<file path="src/rtl/baud_gen_pkg.sv">
package baud_gen_pkg;

    typedef enum logic [1:0] {
        ST_HALT  = 2'd0,
        ST_PRIME = 2'd1,
        ST_RUN   = 2'd2
    } gen_state_t;

    localparam logic [1:0] SEL_DIV  = 2'd0;
    localparam logic [1:0] SEL_NUM  = 2'd1;
    localparam logic [1:0] SEL_DEN  = 2'd2;
    localparam logic [1:0] SEL_MS   = 2'd3;

    localparam logic [2:0] DIV_CODE_RESET = 3'd5;

endpackage

</file>
<file path="src/rtl/baud_cfg_regs.sv">
module baud_cfg_regs #(
    parameter int REG_W = 16
) (
    input  logic             clk,
    input  logic             rst_n,
    input  logic             wr_en_i,
    input  logic [1:0]       wr_sel_i,
    input  logic [REG_W-1:0] wr_data_i,
    output logic [2:0]       div_code_o,
    output logic [REG_W-1:0] num_m1_o,
    output logic [REG_W-1:0] den_m1_o,
    output logic [REG_W-1:0] ms_reload_o,
    output logic             acc_clear_o
);
    import baud_gen_pkg::*;

    always_ff @(posedge clk or negedge rst_n) begin
        if (!rst_n) begin
            div_code_o  <= DIV_CODE_RESET;
            num_m1_o    <= '0;
            den_m1_o    <= '0;
            ms_reload_o <= '0;
        end else if (wr_en_i) begin
            unique case (wr_sel_i)
                SEL_DIV: div_code_o  <= wr_data_i[2:0];
                SEL_NUM: num_m1_o    <= wr_data_i;
                SEL_DEN: den_m1_o    <= wr_data_i;
                SEL_MS:  ms_reload_o <= wr_data_i;
                default: ;
            endcase
        end
    end

    // A ratio change restarts the fractional phase
    assign acc_clear_o = wr_en_i && ((wr_sel_i == SEL_NUM) || (wr_sel_i == SEL_DEN));

endmodule

</file>
<file path="src/rtl/baud_prediv.sv">
module baud_prediv #(
    parameter int CNT_W = 3
) (
    input  logic       clk,
    input  logic       rst_n,
    input  logic       clr_i,
    input  logic [2:0] code_i,
    output logic       ce_o
);
    logic [CNT_W-1:0] cnt_q;
    logic [CNT_W-1:0] last;

    // Terminal count is ratio minus one; the code table is not monotonic
    always_comb begin
        case (code_i)
            3'd0:    last = CNT_W'(5);
            3'd1:    last = CNT_W'(4);
            3'd2:    last = CNT_W'(3);
            3'd3:    last = CNT_W'(2);
            3'd4:    last = CNT_W'(1);
            3'd5:    last = CNT_W'(0);
            3'd6:    last = CNT_W'(6);
            default: last = CNT_W'(0);
        endcase
    end

    assign ce_o = !clr_i && (cnt_q >= last);

    always_ff @(posedge clk or negedge rst_n) begin
        if (!rst_n)             cnt_q <= '0;
        else if (clr_i || ce_o) cnt_q <= '0;
        else                    cnt_q <= cnt_q + 1'b1;
    end

endmodule

</file>
<file path="src/rtl/baud_frac_acc.sv">
module baud_frac_acc #(
    parameter int REG_W = 16,
    localparam int ACC_W = REG_W + 1
) (
    input  logic             clk,
    input  logic             rst_n,
    input  logic             clr_i,
    input  logic             acc_clear_i,
    input  logic             ce_i,
    input  logic [REG_W-1:0] num_m1_i,
    input  logic [REG_W-1:0] den_m1_i,
    output logic             tick_o,
    output logic [ACC_W-1:0] acc_o
);
    logic [ACC_W-1:0] acc_q;
    logic [ACC_W-1:0] sum;
    logic [ACC_W-1:0] limit;
    logic             saturate;
    logic             hit;

    // Without saturation num < den, so sum stays below twice the limit
    assign saturate = (num_m1_i >= den_m1_i);
    assign sum      = acc_q + ACC_W'(num_m1_i) + ACC_W'(1);
    assign limit    = ACC_W'(den_m1_i) + ACC_W'(1);
    assign hit      = saturate || (sum >= limit);

    always_ff @(posedge clk or negedge rst_n) begin
        if (!rst_n) begin
            acc_q  <= '0;
            tick_o <= 1'b0;
        end else if (clr_i || acc_clear_i) begin
            acc_q  <= '0;
            tick_o <= 1'b0;
        end else if (ce_i) begin
            tick_o <= hit;
            if (saturate)  acc_q <= '0;
            else if (hit)  acc_q <= sum - limit;
            else           acc_q <= sum;
        end else begin
            tick_o <= 1'b0;
        end
    end

    assign acc_o = acc_q;

endmodule

</file>
<file path="src/rtl/baud_ms_timer.sv">
module baud_ms_timer #(
    parameter int REG_W = 16,
    localparam int NXT_W = REG_W + 1
) (
    input  logic             clk,
    input  logic             rst_n,
    input  logic             clr_i,
    input  logic             ce_i,
    input  logic [REG_W-1:0] reload_i,
    output logic             tick_o
);
    logic [REG_W-1:0] cnt_q;
    logic [NXT_W-1:0] nxt;
    logic             wrap;

    assign nxt  = NXT_W'(cnt_q) + NXT_W'(1);
    assign wrap = (nxt >= NXT_W'(reload_i));

    always_ff @(posedge clk or negedge rst_n) begin
        if (!rst_n) begin
            cnt_q  <= '0;
            tick_o <= 1'b0;
        end else if (clr_i) begin
            cnt_q  <= '0;
            tick_o <= 1'b0;
        end else if (ce_i) begin
            tick_o <= wrap;
            cnt_q  <= wrap ? '0 : nxt[REG_W-1:0];
        end else begin
            tick_o <= 1'b0;
        end
    end

endmodule

</file>
<file path="src/rtl/uart_baud_gen.sv">
module uart_baud_gen #(
    parameter int REG_W = 16,
    localparam int ACC_W = REG_W + 1
) (
    input  logic             clk,
    input  logic             rst_n,
    input  logic             en_i,
    input  logic             wr_en_i,
    input  logic [1:0]       wr_sel_i,
    input  logic [REG_W-1:0] wr_data_i,
    output logic             tick16_o,
    output logic             ms_tick_o
);
    import baud_gen_pkg::*;

    gen_state_t       state_q, state_d;
    logic             run;
    logic             clr;
    logic [2:0]       div_code_q;
    logic [REG_W-1:0] num_m1_q;
    logic [REG_W-1:0] den_m1_q;
    logic [REG_W-1:0] ms_reload_q;
    logic             acc_clear;
    logic             div_ce;
    logic [ACC_W-1:0] acc_q;

    // State register
    always_ff @(posedge clk or negedge rst_n) begin
        if (!rst_n) state_q <= ST_HALT;
        else        state_q <= state_d;
    end

    // Next state
    always_comb begin
        state_d = state_q;
        unique case (state_q)
            ST_HALT:  if (en_i) state_d = ST_PRIME;
            ST_PRIME: state_d = en_i ? ST_RUN : ST_HALT;
            ST_RUN:   if (!en_i) state_d = ST_HALT;
            default:  state_d = ST_HALT;
        endcase
    end

    // Outputs of the controller: a low enable silences the datapath at once
    always_comb begin
        run = 1'b0;
        unique case (state_q)
            ST_HALT:  run = 1'b0;
            ST_PRIME: run = 1'b0;
            ST_RUN:   run = en_i;
            default:  run = 1'b0;
        endcase
        clr = !run;
    end

    baud_cfg_regs #(.REG_W(REG_W)) u_regs (
        .clk         (clk),
        .rst_n       (rst_n),
        .wr_en_i     (wr_en_i),
        .wr_sel_i    (wr_sel_i),
        .wr_data_i   (wr_data_i),
        .div_code_o  (div_code_q),
        .num_m1_o    (num_m1_q),
        .den_m1_o    (den_m1_q),
        .ms_reload_o (ms_reload_q),
        .acc_clear_o (acc_clear)
    );

    baud_prediv #(.CNT_W(3)) u_prediv (
        .clk    (clk),
        .rst_n  (rst_n),
        .clr_i  (clr),
        .code_i (div_code_q),
        .ce_o   (div_ce)
    );

    baud_frac_acc #(.REG_W(REG_W)) u_frac (
        .clk         (clk),
        .rst_n       (rst_n),
        .clr_i       (clr),
        .acc_clear_i (acc_clear),
        .ce_i        (div_ce),
        .num_m1_i    (num_m1_q),
        .den_m1_i    (den_m1_q),
        .tick_o      (tick16_o),
        .acc_o       (acc_q)
    );

    baud_ms_timer #(.REG_W(REG_W)) u_ms (
        .clk      (clk),
        .rst_n    (rst_n),
        .clr_i    (clr),
        .ce_i     (div_ce),
        .reload_i (ms_reload_q),
        .tick_o   (ms_tick_o)
    );

endmodule

</file>
<file path="config.mk">
export PLATFORM = sky130hd
export DESIGN_NAME = uart_baud_gen
export DESIGN_NICKNAME = d
export VERILOG_FILES = /design/src/rtl/baud_gen_pkg.sv /design/src/rtl/baud_cfg_regs.sv /design/src/rtl/baud_prediv.sv /design/src/rtl/baud_frac_acc.sv /design/src/rtl/baud_ms_timer.sv /design/src/rtl/uart_baud_gen.sv
export SDC_FILE = /design/constraint.sdc
export NUM_CORES = 1
export LEC_CHECK = 0
export ABC_AREA = 0
export BUFFER_PORTS_ARGS = -buffer_cell sky130_fd_sc_hd__buf_2
export CAP_MARGIN = 20
export CORE_MARGIN = 3
export CORE_UTILIZATION = 25
export CTS_CLUSTER_DIAMETER = 100
export DETAILED_ROUTE_END_ITERATION = 12
export GPL_ROUTABILITY_DRIVEN = 0
export HOLD_SLACK_MARGIN = 0.02
export PLACE_DENSITY = 0.4
export REMOVE_ABC_BUFFERS = 1
export SLEW_MARGIN = 30
export SYNTH_ARGS = -nofsm -noshare
export SYNTH_HDL_FRONTEND = slang
export SYNTH_HIERARCHICAL = 1
export SYNTH_SLANG_ARGS = --single-unit
</file>
<file path="constraint.sdc">
create_clock -name clk -period 5.3 [get_ports clk]
set_input_delay 0.265 -clock clk [delete_from_list [all_inputs] [get_ports clk]]
set_output_delay 0.265 -clock clk [all_outputs]
set_load 0.01 [all_outputs]
</file>
Word-level counts from Yosys, hierarchy flattened --
Cells that the tools add are included.
Operators by class: equality and inequality tests 13, reductions and logical operators 16, magnitude comparators 4, $add $sub $neg 6, mux-type cells 18
Operators by type and width (number):
- $mux 17 | 4
- $mux 16 | 3
- $add 16x1->17 const B | 2
- $pmux 3 s6 | 1
- $add 17x1->17 const B | 1
- $add 17x16->17 | 1
- $ge 17x16->1 | 1
- $ge 17x17->1 | 1
- $sub 17x17->17 | 1
- $ge 16x16->1 | 1
- $reduce_and 2->1 | 5
- $eq 2x2->1 const B | 3
- $eq 3x2->1 const B | 2
- $eq 3x3->1 const B | 2
- $mux 2 | 3
- $pmux 2 s3 | 1
- $mux 1 | 5
- $eq 2x1->1 const B | 2
- $logic_not 2->1 | 2
- $logic_or 1x1->1 | 4
- $ne 2x2->1 const B | 2
- $add 3x1->3 const B | 1
- $eq 3x1->1 const B | 1
- $ge 3x3->1 | 1
- other kinds (6) | 7
Word-level totals: register bits 91, logic and storage cells 67, output and inout port bits 2

Longest topological paths before layout --
depth in word-level cells 8, mapped depth 21, mapped depth without buffers 20

Modules after synthesis --
Netlist, hierarchy kept.
Modules (own cells, without submodules):
- baud_frac_acc | instances 1, cells each 362, area an instance 3040.4 um^2, seq. area each 450.4 um^2
- baud_cfg_regs | instances 1, cells each 116, area an instance 1974.4 um^2, seq. area each 1278.7 um^2
- baud_ms_timer | instances 1, cells each 147, area an instance 1363.8 um^2, seq. area each 425.4 um^2
- baud_prediv | instances 1, cells each 24, area an instance 227.7 um^2, seq. area each 75.1 um^2
- uart_baud_gen | instances 1, cells each 6, area an instance 80.1 um^2, seq. area each 50.0 um^2

Worst setup path before layout --
Ideal clock, no wire load.
path kind register to register, start reg u_regs.num_m1_o[0], end reg u_frac.acc_q[12], in the netlist u_frac/acc_o[12], library setup time 0.132 ns, path slack 1.024 ns, arrival time 4.144 ns, buffers on the path 1, stages on the path, launching flop included 22, path through dfrtp_1 > inv_1 > ha_1 > inv_1 > fa_1 > a211oi_2 > o21ai_1 > a41o_1 > o41ai_4 > o21bai_1 > a21oi_1 > xnor2_1 > ha_1 > a21oi_2 > o211ai_1 > and3_4 > o31ai_4 > o311ai_4 > a211o_4 > buf_12 > mux2i_1 > o21ai_1
On the way: longest elaborated chain between the ends 8, elaborated cells between the ends (all ways) 10
RTL lines:
- start, declared | line baud_cfg_regs.sv:10 | output logic [REG_W-1:0] num_m1_o,
- start signal, assigned | line baud_cfg_regs.sv:26 | SEL_NUM: num_m1_o <= wr_data_i;
- $add 17x16->17 | line baud_frac_acc.sv:23 | assign sum = acc_q + ACC_W'(num_m1_i) + ACC_W'(1);
- $add 17x1->17 | line baud_frac_acc.sv:23
- $ge 17x17->1 | line baud_frac_acc.sv:25 | assign hit = saturate || (sum >= limit);
- $logic_or 1x1->1 | line baud_frac_acc.sv:25
- $mux 17 | line baud_frac_acc.sv:37 | else if (hit) acc_q <= sum - limit;
- $mux 17 (*) | line baud_frac_acc.sv:36 | if (saturate) acc_q <= '0;
- $mux 17 (*) | line baud_frac_acc.sv:34 | end else if (ce_i) begin
- $mux 17 (*) | line baud_frac_acc.sv:31 | end else if (clr_i || acc_clear_i) begin
- end signal, assigned | line baud_frac_acc.sv:37
- end signal, assigned | line baud_frac_acc.sv:38 | else acc_q <= sum;
- end, declared | line baud_frac_acc.sv:15 | logic [ACC_W-1:0] acc_q;
Mark *: on every way between the ends. The rest lies on a longest branch, timed or not. The select of a mux whose other input is x is not followed. A chain may end at the register's enable or synchronous reset.

Worst setup path after layout --
start reg u_regs.num_m1_o[0], end reg u_frac.acc_q[16], in the netlist u_frac/acc_o[16]
Same word-level chain as after synthesis.

==> flow_metrics.env <==
export IMPL_hold_class="in2reg"
export IMPL_hold_depth=2
export IMPL_synth_edf_count=0
export IMPL_max_freq_ghz=0.206
export IMPL_core_area_um2=26200
export IMPL_syn_area_per_cell_um2=10.2
export IMPL_grt_max_degree=65
export IMPL_ys_warn_count=6
export IMPL_cts_buffers=9
export IMPL_worstReg2RegEnd="u_frac/acc_o[16]"
export IMPL_cts_resized=0
export IMPL_dp_final_hpwl_um=12800
export IMPL_syn_cell_area_um2=6690
export IMPL_grt_pass1_wl_um=26500
export IMPL_cts_tree="built"
export IMPL_cts_setup_buffers=0
export IMPL_path_max_fanout=11
export IMPL_peakVddDrop_v=0.000148
export IMPL_row_count=59
export IMPL_multiInputGateArea_um2=4150
export IMPL_vias=4914
export IMPL_ios=24
export IMPL_grt_use_total=0.116
export IMPL_yosys_area_top_type_share=0.333
export IMPL_drc=0
export IMPL_synth_area_leaders="dfrtp_1 (33%), ha_1 (14%), mux2_2 (8.8%), xnor2_1 (4.8%), inv_1 (2.7%)"
export IMPL_cts_buffer_depth=2
export IMPL_end_kind="flop"
export IMPL_routed_wl_um=16300
export IMPL_crit_required_ps=5590
export IMPL_clock_sinks=91
export IMPL_ys_ff_latch=91
export IMPL_die_h_um=170
export IMPL_worst_ep_arrival_time_ps=5140
export IMPL_critPathLaunch="u_regs/num_m1_o[0]"
export IMPL_finalSetupViolCount=0
export IMPL_outcome="finished, final reports clean"
export IMPL_drt_iter0_markers=228
export IMPL_cp_start_kind="flop"
export IMPL_tns_ps=0
export IMPL_reg2reg_depth=20
export IMPL_async_flop_share=1.00
export IMPL_r2r_start="u_regs/num_m1_o[0]"
export IMPL_antenna_cells=0
export IMPL_ant_nets=0
export IMPL_min_from="en_i"
export IMPL_root_buffer="clkbuf_16"
export IMPL_rsz0062_at_grt="no"
export IMPL_reg2reg_slack_ps=450
export IMPL_clk_latency_ps=350
export IMPL_dp_slack_ps=503
export IMPL_path_class="reg2reg"
export IMPL_hold_viol=0
export IMPL_start_util=0.255
export IMPL_ff_latch_area_um2=2280
export IMPL_die_area_um2=28700
export IMPL_yosysTopAreaCell="dfrtp_1"
export IMPL_synthFlopType="dfrtp_1"
export IMPL_wl_per_cell_um=15.9
export IMPL_finClkSkew_ps=8.69
export IMPL_synth_cells=655
export IMPL_power_density_nw_per_um2=339
export IMPL_fin_crit_sh=0.915
export IMPL_grt_pass1_vias=4912
export IMPL_slew_headroom=0.372
export IMPL_io_buffers=23
export IMPL_maxCapViolCount=0
export IMPL_syn_to_final_growth_pct=11.5
export IMPL_h_tree_depth=3
export IMPL_layout_nets=782
export IMPL_whs_endpoint="state_q[1]"
export IMPL_tightest_slew_ps=938
export IMPL_n_fill_cell=2694
export IMPL_drive_gt1_frac=0.186
export IMPL_vias_per_cell=4.80
export IMPL_path_clk_slew_ps=70
export IMPL_finalWorstSetupSlack_ps=451
export IMPL_period_minus_slack_ps=4850
export IMPL_ys_seq_area_frac=0.341
export IMPL_first_pass_iters=4
export IMPL_finalMaxSlewViolations=0
export IMPL_die_width_um=170
export IMPL_ys_types=80
export IMPL_antenna_found_initial=0
export IMPL_overflow=0
export IMPL_hold_buffers=1
export IMPL_leakage_nw=3.51
[routing by layer]
metal / GRT usage / up-vias / part of all wire
li1: - / 2439 / -
met1: 0.162 / 2382 / 0.49
met2: 0.186 / 76 / 0.47
met3: 0.0228 / 17 / 0.023
met4: 0.0284 / 0 / 0.017
met5: 0 / - / 0
[through the flow]
stage / power (W) / cell area (um^2) / cells / hold WS [ps] / utilization
CTS: 0.00257 / 7450 / 1023 / 133 / 0.284
detailed placement: 0.00193 / 7160 / 1006 / 212 / 0.273
finish: 0.00253 / 7450 / 1023 / 153 / 0.284
global placement: 0.00190 / 7160 / 1006 / 205 / 0.273
floorplan: 0.00167 / 6610 / 645 / -30.6 / -
global route: 0.00273 / 7450 / 1023 / 150 / 0.284
[worst max path at each step]
stage,to,cells past startpoint
2_1_floorplan,u_frac/acc_o[16],20
3_3_place_gp,u_frac/acc_o[16],20
3_5_place_dp,u_frac/acc_o[16],20
4_1_cts,u_frac/acc_o[16],20
5_1_grt,u_frac/acc_o[16],20
6_report,u_frac/acc_o[16],20
[power breakdown]
part | internal (W) | switching (W)
logic | 0.000472 | 0.000588
registers | 0.000774 | 0.0000723
clock network | 0.000322 | 0.000300
total | 0.00157 | 0.000960
[Yosys cell counts (16+ instances only)]
library cell,n
xor2_1,20
a21oi_1,32
ha_1,75
inv_1,48
nand3_1,17
nand2_1,40
dfrtp_1,89
o21ai_0,19
xnor2_1,37
nor2_1,30
o21ai_1,16
mux2_2,52
[critical path, stage by stage (launching register included)]
cell and delay, ps:
dfrtp_1 380, inv_1 80, ha_1 160, inv_1 50, fa_1 440, a211oi_2 270
o21ai_1 150, a41o_1 300, o41ai_4 310, o21bai_1 100, a21oi_1 180, xnor2_1 180
ha_1 350, a21oi_2 220, o211ai_1 110, and3_4 190, o31ai_4 200, o311ai_4 230
a211o_4 450, nor4b_2 300, a211o_1 130
[layout by cell type, fill, tap and decap left out, types with 20 or more instances in the layout]
master,count
ha_1,75
nand2_1,40
inv_1,48
buf_2,22
xor2_1,20
mux2_2,52
a21oi_1,32
nor2_1,30
xnor2_1,37
dfrtp_1,89
[final cells by class]
type | count | share of cell area
Timing Repair Buffer | 27 | 0.0201
Multi-Input combinational cell | 506 | 0.556
Sequential cell | 91 | 0.306
Clock inverter | 7 | 0.00705
Clock buffer | 9 | 0.0302
Tap cell | 335 | 0.0562
Inverter | 48 | 0.0242
[state kept, by name (all words and copies together), names as in the netlist]
register / flops
u_frac/acc_o: 17
u_ms/tick_o: 1
u_regs/den_m1_o: 16
state_q: 2
u_regs/num_m1_o: 16
u_ms/cnt_q: 16
u_prediv/cnt_q: 3
u_frac/tick_o: 1
u_regs/ms_reload_o: 16
u_regs/div_code_o: 3
[cells by family (layout without fill, tap and decap cells)]
group / after synthesis / count (layout) / share of synthesized area
xor gates and xnor gates: 57 / 57 / 0.0747
muxes: 62 / 62 / 0.103
buffers and inverters: 58 / 91 / 0.0391
AOI/OAI and AO/OA: 144 / 144 / 0.162
adders and majority gates: 77 / 77 / 0.146
DFF: 91 / 91 / 0.341
and+or+nand+nor: 166 / 166 / 0.134
No activity file was read; power rests on OpenSTA's default activity.
